**src/rtl/dualaddr_dma_chan.sv**
```systemverilog
module dualaddr_dma_chan #(
  parameter int AW   = 32,
  parameter int CNTW = 24
) (
  input  logic          clk,
  input  logic          rst_n,
  input  logic          reg_wr,
  input  logic [2:0]    reg_addr,
  input  logic [31:0]   reg_wdata,
  output logic [31:0]   reg_rdata,
  input  logic          xfer_req,
  output logic          mem_req,
  output logic          mem_we,
  output logic [AW-1:0] mem_addr,
  output logic [3:0]    mem_be,
  output logic [31:0]   mem_wdata,
  input  logic          mem_ack,
  input  logic [31:0]   mem_rdata,
  output logic          irq
);

  typedef enum logic [1:0] {S_IDLE, S_WAIT, S_RD, S_WR} st_t;

  function automatic logic [2:0] beat_of(input logic [1:0] s);
    case (s)
      2'd1:    beat_of = 3'd1;
      2'd2:    beat_of = 3'd2;
      default: beat_of = 3'd4;
    endcase
  endfunction

  function automatic logic [4:0] full_of(input logic [1:0] s);
    case (s)
      2'd0:    full_of = 5'd4;
      2'd1:    full_of = 5'd1;
      2'd2:    full_of = 5'd2;
      default: full_of = 5'd16;
    endcase
  endfunction

  function automatic logic [3:0] be_of(input logic [2:0] b, input logic [1:0] a);
    case (b)
      3'd1:    be_of = 4'b0001 << a;
      3'd2:    be_of = a[1] ? 4'b1100 : 4'b0011;
      default: be_of = 4'b1111;
    endcase
  endfunction

  st_t            state;
  logic           ie, sfix, dfix, done, err;
  logic [1:0]     ssz, dsz;
  logic [AW-1:0]  src, dst;
  logic [CNTW-1:0] cnt;
  logic [31:0]    hold;
  logic [2:0]     ptr;

  logic busy, ctrl_wr, start, abort, cfg_bad;
  logic [2:0] sb, db, chunk, ptr_s, ptr_d;
  logic [4:0] fs_n, fd_n, big_m1, fs_m1, fd_m1;
  logic [4:0] sh_r, sh_w;
  logic [31:0] rlane, rmask, wsrc;

  assign busy    = (state != S_IDLE);
  assign ctrl_wr = reg_wr && (reg_addr == 3'd0);
  assign start   = ctrl_wr && reg_wdata[0] && !reg_wdata[2] && !busy;
  assign abort   = ctrl_wr && (!reg_wdata[0] || reg_wdata[2]) && busy;

  assign sb    = beat_of(ssz);
  assign db    = beat_of(dsz);
  assign chunk = (sb > db) ? sb : db;
  assign ptr_s = ptr + sb;
  assign ptr_d = ptr + db;

  assign fs_n   = full_of(reg_wdata[5:4]);
  assign fd_n   = full_of(reg_wdata[9:8]);
  assign fs_m1  = fs_n - 5'd1;
  assign fd_m1  = fd_n - 5'd1;
  assign big_m1 = ((fs_n > fd_n) ? fs_n : fd_n) - 5'd1;
  assign cfg_bad = (cnt == '0) || |(cnt[3:0] & big_m1[3:0]) ||
                   |(src[3:0] & fs_m1[3:0]) || |(dst[3:0] & fd_m1[3:0]);

  assign sh_r  = {ptr[1:0], 3'b000};
  assign sh_w  = {ptr[1:0], 3'b000};
  assign rlane = mem_rdata >> {src[1:0], 3'b000};
  assign rmask = (sb == 3'd1) ? 32'h0000_00FF : (sb == 3'd2) ? 32'h0000_FFFF : 32'hFFFF_FFFF;
  assign wsrc  = hold >> sh_w;

  assign mem_req   = (state == S_RD) || (state == S_WR);
  assign mem_we    = (state == S_WR);
  assign mem_addr  = (state == S_WR) ? dst : src;
  assign mem_be    = (state == S_WR) ? be_of(db, dst[1:0]) : be_of(sb, src[1:0]);
  assign mem_wdata = (db == 3'd1) ? {4{wsrc[7:0]}} :
                     (db == 3'd2) ? {2{wsrc[15:0]}} : wsrc;
  assign irq = done && ie;

  always_comb begin
    case (reg_addr)
      3'd0:    reg_rdata = {21'd0, dfix, dsz, 1'b0, sfix, ssz, 2'b00, ie, busy};
      3'd1:    reg_rdata = 32'(src);
      3'd2:    reg_rdata = 32'(dst);
      3'd3:    reg_rdata = 32'(cnt);
      3'd4:    reg_rdata = {29'd0, busy, err, done};
      default: reg_rdata = 32'd0;
    endcase
  end

  always_ff @(posedge clk or negedge rst_n) begin
    if (!rst_n) begin
      state <= S_IDLE;
      ie <= 1'b0; sfix <= 1'b0; dfix <= 1'b0; ssz <= 2'd0; dsz <= 2'd0;
      src <= '0; dst <= '0; cnt <= '0; hold <= '0; ptr <= '0;
      done <= 1'b0; err <= 1'b0;
    end else begin
      if (reg_wr && !busy) begin
        case (reg_addr)
          3'd0: begin
            ie   <= reg_wdata[1];
            ssz  <= reg_wdata[5:4];
            sfix <= reg_wdata[6];
            dsz  <= reg_wdata[9:8];
            dfix <= reg_wdata[10];
          end
          3'd1: src <= reg_wdata[AW-1:0];
          3'd2: dst <= reg_wdata[AW-1:0];
          3'd3: cnt <= reg_wdata[CNTW-1:0];
          default: ;
        endcase
      end
      if (reg_wr && reg_addr == 3'd4) begin
        if (reg_wdata[0]) done <= 1'b0;
        if (reg_wdata[1]) err  <= 1'b0;
      end
      if (ctrl_wr && reg_wdata[2]) begin
        done <= 1'b0;
        err  <= 1'b0;
      end

      if (abort) begin
        state <= S_IDLE;
      end else begin
        case (state)
          S_IDLE: if (start) begin
            done <= 1'b0;
            ptr  <= '0;
            if (cfg_bad) err <= 1'b1;
            else begin
              err   <= 1'b0;
              state <= S_WAIT;
            end
          end
          S_WAIT: if (xfer_req) state <= S_RD;
          S_RD: if (mem_ack) begin
            hold <= (hold & ~(rmask << sh_r)) | ((rlane & rmask) << sh_r);
            if (!sfix) src <= src + AW'(sb);
            if (ptr_s == chunk) begin
              ptr   <= '0;
              state <= S_WR;
            end else ptr <= ptr_s;
          end
          S_WR: if (mem_ack) begin
            if (!dfix) dst <= dst + AW'(db);
            cnt <= cnt - CNTW'(db);
            if (ptr_d == chunk) begin
              ptr <= '0;
              if (cnt == CNTW'(db)) begin
                done  <= 1'b1;
                state <= S_IDLE;
              end else state <= S_WAIT;
            end else ptr <= ptr_d;
          end
          default: state <= S_IDLE;
        endcase
      end
    end
  end

endmodule

```
**config.mk**
```make
export PLATFORM = sky130hd
export DESIGN_NAME = dualaddr_dma_chan
export DESIGN_NICKNAME = d
export VERILOG_FILES = /design/src/rtl/dualaddr_dma_chan.sv
export SDC_FILE = /design/constraint.sdc
export NUM_CORES = 1
export LEC_CHECK = 0
export ABC_AREA = 1
export ABC_CLOCK_PERIOD_IN_PS = 5700
export BUFFER_PORTS_ARGS = -buffer_cell sky130_fd_sc_hd__buf_2
export CORE_AREA = 2 2 159 161
export DETAILED_ROUTE_END_ITERATION = 8
export DIE_AREA = 0 0 161 163
export PLACE_DENSITY = 0.77
export SYNTH_ARGS = -nofsm -noshare
export SYNTH_HDL_FRONTEND = slang
export SYNTH_SLANG_ARGS = --single-unit
```
**constraint.sdc**
```tcl
create_clock -name clk -period 5.7 [get_ports clk]
set_input_delay 1.14 -clock clk [delete_from_list [all_inputs] [get_ports clk]]
set_output_delay 1.14 -clock clk [all_outputs]
set_load 0.005 [all_outputs]
```
==> metrics.yaml <==
floorplanning:
  dieArea_mm2: 0.0262
  die_h_um: 163
  io_pins: 175
  start_util: 0.480
  die_w_um: 161
  core_mm2: 0.0247
  row_count: 58
setup_path:
  cp-start-kind: "register"
  cp_slowest_cell: "dfrtp_1"
  critPathRequiredTime_ns: 4.56
  path_max_fanout: 24
  cp-end-kind: "primary output"
  slowest_delay_ns: 0.85
  critPathKind: "register to primary output"
  crit_arrival_ns: 3.16
  crit_chain: "clkinv_1 -> buf_4 -> nand2_1 -> nor2_1 -> o21ai_0 -> o311ai_0 -> buf_2"
finish:
  antenna_cells: 0
  nNetsFinal: 2060
  fin_area_mm2: 0.0135
  fin_util: 0.546
  n_fill_cell: 2470
  regArea_mm2: 0.00335
  fin_cells: 2282
  multiInputGateArea_mm2: 0.00716
  area_delta_synth_final_pct: 13.8
  drive_gt1_frac: 0.137
clock_network:
  cts.sinks: 134
  post_cts_resized: 0
  cts_made_buffers: 17
  post_cts_buffers: 0
  clockRootBuffer: "clkbuf_16"
  cts_htree_levels: 4
  clk_latency_ns: 0.42
  clock_path_buffers: 2
  cts_hold_buf: 0
  cts_tree: "built"
  clk_pin_slew_ns: 0.06
synthesis:
  syn_nets: 1935
  synth_top_cell_by_area: "dfrtp_1"
  netlist_area_mm2: 0.0118
  synth-seq-cells: 134
  yosysWarnings: 0
  synth_edf_count: 0
  synth_top_area_share: 0.283
  synth_commonest_cells: "nand2_1 (497), o21ai_0 (250), inv_1 (244)"
  synth_flop_cell: "dfrtp_1"
  yosys.cell_types.count: 53
  synthTopCellsByArea: "dfrtp_1 (28%), nand2_1 (16%), o21ai_0 (11%)"
  avgSynthCellArea_um2: 6.52
  yosysMostFrequentCell: "nand2_1"
  synthArstFlopShare: 1.00
  seq_area_frac_synth: 0.283
  synthCells: 1817
detailed_routing:
  drtAntennaViolNets: 0
  drt_iter0_markers: 1519
  routed_wl_um: 42300
  via_count: 13400
  wl_per_cell_um: 18.6
  dr.pass1.iters: 6
  drcViolationCount: 0
  avgViaCountPerCell: 5.88
pwr:
  p_int_mw: 3.84
  comb_power_share: 0.618
  power-per-cell-area_mw_per_mm2: 598
  leakage_nw: 6.67
  power_mw: 8.06
  sw_frac_of_total: 0.524
  power_frac_clock: 0.139
  net-switching-power_mw: 4.23
  seq_power_share: 0.243
  worst_ir_drop_vdd_mv: 0.265
global_route:
  grt_max_degree: 99
  antenna_found_initial: 0
  track_usage: 0.322
  grt_pass1_vias: 12500
  gr-total-overflow: 0
  grt_pass1_wl_um: 67000
timing:
  fin_crit_ns: 4.30
  clock_skew_ns: 0.00795
  timing.final.crit_share: 0.754
  worst_pin_slew_ns: 1.06
  rsz0062_at_grt: "false"
  setup_viol: 0
  slew_violations: 0
  setup_tns_ns: 0
  relSlewSlack: 0.292
  finalHoldViolations: 0
  fin_ws_ns: 1.40
  holdWs_ns: 0.490
  clock.fmax_ghz: 0.233
place:
  port_buffers: 174
  dp.cells: 2253
  dp_slack_ns: 1.65
  globalplace.congestion: 0.994
  place_area_mm2: 0.0129
  hpwl_um: 31500
flow_run:
  cap_violations: 0
status:
  outcome: "finished, final reports clean"
min_path:
  hp-class: "register to register"
==> flip-flops by register name, summed over array words and instances (netlist names) <==
signal	count
sfix	1
done	1
ssz	2
ptr	3
src	32
dsz	2
state	2
err	1
dfix	1
hold	32
cnt	24
ie	1
dst	32
==> worst max-delay path: cells and delay by family, from the launching register on <==
family | cells | cell delay, ns
buffers and inverters | 3 | 0.85
AO/OA/AOI/OAI | 2 | 0.43
flip-flops | 1 | 0.85
AND/OR/NAND/NOR | 2 | 0.60
==> layout by cell type, fill, tap and decap left out, types with 4 or more instances in the layout <==
| cell | Yosys | final |
|---|---|---|
| clkbuf_16 | 0 | 17 |
| nand2_2 | 4 | 4 |
| inv_2 | 7 | 7 |
| o21ai_1 | 6 | 6 |
| nand2_4 | 4 | 4 |
| nor2_2 | 4 | 5 |
| nand3b_1 | 5 | 5 |
| o221ai_1 | 25 | 25 |
| nor4_1 | 6 | 6 |
| nor2_4 | 7 | 7 |
| nand2_1 | 497 | 497 |
| o2111ai_1 | 4 | 4 |
| nand4_1 | 25 | 25 |
| buf_4 | 2 | 17 |
| nor3_1 | 28 | 28 |
| xor2_1 | 56 | 56 |
| a31oi_1 | 19 | 19 |
| a21oi_1 | 37 | 37 |
| o21ai_0 | 250 | 250 |
| nor2_1 | 104 | 103 |
| dfrtp_1 | 134 | 134 |
| o31ai_1 | 5 | 5 |
| o22ai_1 | 37 | 37 |
| a22oi_1 | 6 | 6 |
| nand3_1 | 99 | 99 |
| buf_2 | 25 | 173 |
| clkbuf_8 | 0 | 6 |
| fa_1 | 5 | 5 |
| inv_1 | 244 | 244 |
| ha_1 | 41 | 40 |
| nor3_2 | 9 | 9 |
| o211ai_1 | 32 | 32 |
==> cell type report <==
class / instances / share of cell area
well taps: 330 / 0.0306
flip-flops and latches: 134 / 0.249
clock inverters: 3 / 0.00483
multi-input cells: 1343 / 0.531
clock buffers: 26 / 0.0385
repair buffers: 191 / 0.0745
inverters: 255 / 0.0713
==> power by group through the flow <==
| stage | clock, mW | combinational, mW | sequential (mW) |
|---|---|---|---|
| 2_1_floorplan | 0 | 3.40 | 1.75 |
| 3_3_place_gp | 0 | 4.77 | 1.93 |
| 3_5_place_dp | 0 | 4.84 | 1.94 |
| 4_1_cts | 1.13 | 4.89 | 1.93 |
| 5_1_grt | 1.16 | 5.57 | 2.01 |
| 6_report | 1.12 | 4.99 | 1.96 |
==> final timing paths <==
| kind | cells past startpoint | slack (ns) | endpoint | startpoint |
|---|---|---|---|---|
| setup / recovery | 7 | 1.40 | mem_be[0] | src[1] |
| hold / removal | 2 | 0.49 | hold[6] | hold[6] |
| setup reg to reg | 16 | 2.03 | cnt[23] | dsz[0] |
| hold reg to reg | 2 | 0.49 | hold[6] | hold[6] |
| max in group asynchronous | 2 | 3.82 | cnt[4] | rst_n |
| min in group asynchronous | 1 | 0.80 | dst[24] | rst_n |
==> cells by family (layout without fill, tap and decap cells) <==
family / count (synthesis) / count (layout) / share of synthesized area
flip-flops: 134 / 134 / 0.283
XOR/XNOR: 58 / 58 / 0.0429
AO/OA/AOI/OAI: 433 / 433 / 0.211
multiplexers: 5 / 5 / 0.00539
AND/OR/NAND/NOR: 801 / 801 / 0.293
adder cells (fa/ha/maj): 46 / 46 / 0.0518
buffers and inverters: 340 / 475 / 0.113
==> routing by layer <==
metal / up-vias / track usage / wire (µm)
met3: 158 / 0.0430 / 3980
met5: - / 0 / 0
li1: 6264 / - / -
met2: 805 / 0.513 / 19000
met1: 6184 / 0.429 / 17200
met4: 0 / 0.164 / 2230
No activity file was read; power rests on OpenSTA's default activity.
